**config.mk**
```make
export PLATFORM = sky130hd
export DESIGN_NAME = nand_addr_seq
export DESIGN_NICKNAME = d
export VERILOG_FILES = /design/src/rtl/nand_addr_seq.sv
export SDC_FILE = /design/constraint.sdc
export NUM_CORES = 1
export LEC_CHECK = 0
export CORE_MARGIN = 5
export CORE_UTILIZATION = 45
export DETAILED_ROUTE_END_ITERATION = 7
export PLACE_DENSITY = 0.76
export SETUP_SLACK_MARGIN = 0.4
export SYNTH_ARGS = -nofsm -noshare
export SYNTH_HDL_FRONTEND = slang
export SYNTH_SLANG_ARGS = --single-unit
```
**constraint.sdc**
```tcl
create_clock -name clk -period 2.3 [get_ports clk]
set_input_delay 0.23 -clock clk [delete_from_list [all_inputs] [get_ports clk]]
set_output_delay 0.23 -clock clk [all_outputs]
set_load 0.02 [all_outputs]
```
**src/rtl/nand_addr_seq.sv**
```systemverilog
module nand_addr_seq #(
  parameter int T_WC = 2,
  parameter int T_WP = 1,
  parameter int T_RC = 2,
  parameter int T_RP = 1
) (
  input  logic        clk,
  input  logic        rst_n,
  input  logic        req_valid,
  input  logic        req_write,
  input  logic [23:0] req_addr,
  input  logic [31:0] req_wdata,
  output logic        req_ready,
  output logic [31:0] rsp_rdata,
  output logic        nf_cle,
  output logic        nf_ale,
  output logic        nf_we_n,
  output logic        nf_re_n,
  output logic        nf_ce_n,
  output logic [7:0]  nf_dq_o,
  output logic        nf_dq_oe,
  input  logic [7:0]  nf_dq_i
);
  localparam int TMAX = (T_WC > T_RC) ? T_WC : T_RC;
  localparam int CW = $clog2(TMAX + 1);
  localparam logic [CW-1:0] WC_END = CW'(T_WC - 1);
  localparam logic [CW-1:0] RC_END = CW'(T_RC - 1);
  localparam logic [CW-1:0] WP_LEN = CW'(T_WP);
  localparam logic [CW-1:0] RP_LEN = CW'(T_RP);
  localparam logic [CW-1:0] RP_SMP = CW'(T_RP - 1);

  typedef enum logic [2:0] {S_IDLE, S_CMD, S_ADDR, S_DATA, S_ENDC} st_t;

  st_t st, st_nx;
  logic [7:0]    sc_q, ec_q;
  logic [2:0]    na_q;
  logic          endv_q, dph_q, rel_q, wr_q, cont_q, ce_n_q;
  logic [31:0]   d_q, rd_q;
  logic [1:0]    bcnt;
  logic [CW-1:0] tcnt;
  logic          rd_byte, byte_end, fin, go, busy;
  logic [2:0]    n_in;
  logic          unused_bits;

  assign unused_bits = &{1'b0, req_addr[2:0], req_addr[10]};
  assign n_in     = req_addr[23:21];
  assign busy     = st != S_IDLE;
  assign rd_byte  = st == S_DATA && !wr_q;
  assign byte_end = busy && tcnt == (rd_byte ? RC_END : WC_END);
  assign go       = !busy && req_valid;

  always_comb begin
    st_nx = st;
    if (byte_end) begin
      case (st)
        S_CMD:  st_nx = (na_q != 3'd0) ? S_ADDR : (endv_q ? S_ENDC : S_IDLE);
        S_ADDR: if ({1'b0, bcnt} == na_q - 3'd1) st_nx = endv_q ? S_ENDC : S_IDLE;
        S_DATA: if (bcnt == 2'd3) st_nx = endv_q ? S_ENDC : S_IDLE;
        S_ENDC: st_nx = S_IDLE;
        default: st_nx = S_IDLE;
      endcase
    end
  end
  assign fin = byte_end && st_nx == S_IDLE;

  always_ff @(posedge clk or negedge rst_n) begin
    if (!rst_n) begin
      st <= S_IDLE;
      sc_q <= '0; ec_q <= '0; na_q <= '0;
      endv_q <= 1'b0; dph_q <= 1'b0; rel_q <= 1'b0; wr_q <= 1'b0;
      cont_q <= 1'b0; ce_n_q <= 1'b1;
      d_q <= '0; rd_q <= '0; bcnt <= '0; tcnt <= '0;
    end else if (go) begin
      sc_q   <= req_addr[10:3];
      ec_q   <= req_addr[18:11];
      dph_q  <= req_addr[19];
      rel_q  <= req_addr[21];
      wr_q   <= req_write;
      d_q    <= req_wdata;
      bcnt   <= '0;
      tcnt   <= '0;
      ce_n_q <= 1'b0;
      if (req_addr[19]) begin
        st <= S_DATA; na_q <= '0; endv_q <= req_addr[20];
      end else if (cont_q && n_in > 3'd4) begin
        st <= S_ADDR; na_q <= n_in - 3'd4; endv_q <= req_addr[20]; cont_q <= 1'b0;
      end else begin
        st     <= S_CMD;
        na_q   <= (n_in > 3'd4) ? 3'd4 : n_in;
        endv_q <= req_addr[20] && !(n_in > 3'd4);
        cont_q <= n_in > 3'd4;
      end
    end else if (busy) begin
      if (rd_byte && tcnt == RP_SMP) rd_q[{bcnt, 3'b000} +: 8] <= nf_dq_i;
      if (byte_end) begin
        tcnt <= '0;
        bcnt <= (st_nx != st) ? 2'd0 : bcnt + 2'd1;
        st   <= st_nx;
        if (fin && dph_q && rel_q) ce_n_q <= 1'b1;
      end else begin
        tcnt <= tcnt + 1'b1;
      end
    end
  end

  assign req_ready = fin;
  assign rsp_rdata = rd_q;
  assign nf_ce_n   = ce_n_q;
  assign nf_cle    = st == S_CMD || st == S_ENDC;
  assign nf_ale    = st == S_ADDR;
  assign nf_dq_oe  = busy && !rd_byte;
  assign nf_we_n   = !(busy && !rd_byte && tcnt < WP_LEN);
  assign nf_re_n   = !(rd_byte && tcnt < RP_LEN);

  always_comb begin
    case (st)
      S_CMD:          nf_dq_o = sc_q;
      S_ENDC:         nf_dq_o = ec_q;
      S_ADDR, S_DATA: nf_dq_o = wr_q || st == S_ADDR ? d_q[{bcnt, 3'b000} +: 8] : 8'h00;
      default:        nf_dq_o = 8'h00;
    endcase
  end
endmodule


```
==> out/metrics.cfg <==
[floorplanning]
die_x_um=111
ios=115
core_area_sq_um=9860
die-height_um=111
die_area_sq_um=12300
num_rows=36
initial_utilization=0.465

[critical_path]
start_kind=flop
path_max_fanout=3
rr_worst_depth=9
worstPathRequired_ns=2.07
regToRegSetupSlack_ns=0.30
rr_endpoint=bcnt[1]$_DFFE_PN0P_
startpoint=na_q[0]$_DFFE_PN0P_
worstSetupEndpoint=req_ready
r2r_start=na_q[1]$_DFFE_PN0P_
cp.arrival_ns=2.26
crit_type=reg2out
end_kind=output pin

[timing]
rsz0062_at_grt=yes
setup_viol_count_final=3
fin_skew_ns=0.0142
hold_viol_final=0
worstMarginPinSlew_ns=0.557
slew_headroom=0.629
timing.fmax_ghz=0.402
final.setup.worst_slack_ns=-0.185
fin_crit_ns=2.49
fin_tns_setup_ns=-0.194
min_period_over_period=1.08
slew_viol_final=0

[global_route]
grt_pass1_wl_um=20000
grt_overflow_total=0
track_usage=0.200
antenna_found_initial=0
grt_max_degree=58
grt_pass1_vias=3963

[clock_network]
clockBufferDepth=2
clock_latency_ns=0.37
cts_buffers=9
cts-htree-levels=3
root_buffer=clkbuf_8
cts_tree=built
cts.sinks=96
clk_pin_slew_ns=0.10

[synth]
yosys_warnings=0
synth.area.top_cells=dfrtp_1 52%, nand2_1 13%, a21bo_2 5.2%, nand4_1 4.6%, mux4_2 3.9%
synthDistinctLibCells=47
synth_ff_type=dfrtp_1
synth_common_cells=163 x nand2_1, 95 x dfrtp_1, 34 x nand4_1
syn_area_sq_um=4590
synth-edff-count=0
yosysMostFrequentCell=nand2_1
synth-seq-cells=96
yosys.area.top_type=dfrtp_1
syn-num-nets=535
synth_top_area_share=0.518
ys_async_sr_fraction=1.00
ys_seq_area_frac=0.524
netlist_instances=459
syn_area_per_cell_sq_um=9.99

[status]
violations=negative setup slack
outcome=complete, but fails checks

[cells_and_area]
utilization=0.675
diodes=0
area.growth.synth_to_final_pct=45.2
final_cells=744
drive_gt1_frac=0.237
nets=683
finalInstanceArea_sq_um=6660

[detailed_routing]
drc=0
vias=4075
wl_um=13200
drt_pre_antenna_iters=7
drtAntennaViolNets=0
drt_iter0_drc=275
drt-vias-per-instance=5.48
wl_per_cell_um=17.7

[placed_design]
dp.cells=700
hpwl_um=8640
place.port_buffers=111
placed_cell_area_sq_um=5950
gp_congestion=0.884

[power]
leakage_nw=3.24
power_density_nw_per_um2=1370
total_power_mw=9.09
ir_worst_vdd_mv=0.637

[flow_run]
drv_cap=0

[min_path]
min_path_type=in2reg

-- layout make-up --
cell class                      count  area, sq um
Fill cell                         735         3200
Sequential cell                    96         2410
Multi-Input combinational cell    319         2150
Timing Repair Buffer              162         1670
Tap cell                          133          166
Clock buffer                        9          124
Inverter                           19         75.1
Clock inverter                      6         68.8
-- sequential cells by signal, indices dropped and copies added (netlist names), 2 cells and up --
register	count
ec_q	8
st	3
d_q	32
tcnt	2
na_q	3
sc_q	8
rsp_rdata	32
bcnt	2
-- layer usage --
metal	track usage	vias up	wire length, um
met4	0.0690	0	330
met1	0.261	2007	5430
met5	0	-	0
met3	0.0442	27	859
met2	0.328	162	6560
li1	-	1879	-
-- cells by family (layout without fill, tap and decap cells) --
logic type                 Yosys count  after routing  synth area share
adders and majority gates            8              8            0.0218
DFF                                 96             96             0.524
buffers and inverters               44            196            0.0458
xor gates and xnor gates             3              3           0.00573
AOI/OAI and AO/OA                   67             67             0.130
and+or+nand+nor                    232            232             0.231
muxes                                9              9            0.0417
-- worst max-delay path, stage by stage, from the launching register on --
cell and delay [ns]:
dfrtp_1 0.41, inv_2 0.10, ha_4 0.12, or3b_4 0.37
a21o_1 0.21, a2111oi_4 0.43, nor4_4 0.08, buf_4 0.18
-- worst min path at each step --
stage | to | cells past startpoint | start | slack [ns]
after floorplan | bcnt[0]$_DFFE_PN0P_ | 0 | rst_n | -0.07
after global placement | rsp_rdata[20]$_DFFE_PN0P_ | 1 | rst_n | 0.25
after detailed placement | rsp_rdata[22]$_DFFE_PN0P_ | 1 | rst_n | 0.25
after CTS | d_q[16]$_DFFE_PN0P_ | 3 | req_wdata[16] | 0.38
final | sc_q[4]$_DFFE_PN0P_ | 3 | req_addr[7] | 0.38
after global routing | sc_q[6]$_DFFE_PN0P_ | 3 | req_addr[9] | 0.38
-- layout by cell type, fill, tap and decap left out, types with 5 or more instances in the layout --
cell type        instances
a21bo_1                  8
a222oi_1                 8
dfrtp_1                 92
nand3_1                  6
mux4_2                   8
buf_4                   27
ha_1                     5
clkbuf_8                 9
nand2_1                158
clkdlybuf4s50_1         96
nand4_1                 34
inv_1                   16
a21bo_2                 24
o21ai_0                  8
buf_6                   25
-- power by group --
group | switching, mW | leakage (nW) | total [mW] | internal (mW)
Sequential | 0.454 | 1.24 | 2.87 | 2.41
Clock | 0.617 | 0.0957 | 1.12 | 0.503
Combinational | 2.57 | 1.90 | 5.11 | 2.54
-- through the flow --
| stage | setup slack (ns) | hold WS (ns) |
|---|---|---|
| finish | -0.185 | 0.383 |
| global placement | -0.142 | 0.245 |
| global route | -0.275 | 0.382 |
| detailed placement | -0.173 | 0.255 |
| floorplan | 0.401 | -0.0656 |
| CTS | -0.0992 | 0.379 |
-- repair_timing --
| item | CTS | global route |
|---|---|---|
| endpoints found under the setup margin | 50 | 101 |
| endpoints found under the hold margin | 41 | 0 |
| setup buffers | 9 | 10 |
| cloned | 1 | 8 |
| gates resized for setup | 84 | 45 |
| pin swaps | 9 | 14 |
| hold buffers | 1 | 0 |
Note: power is estimated with default switching activity, not from simulation.
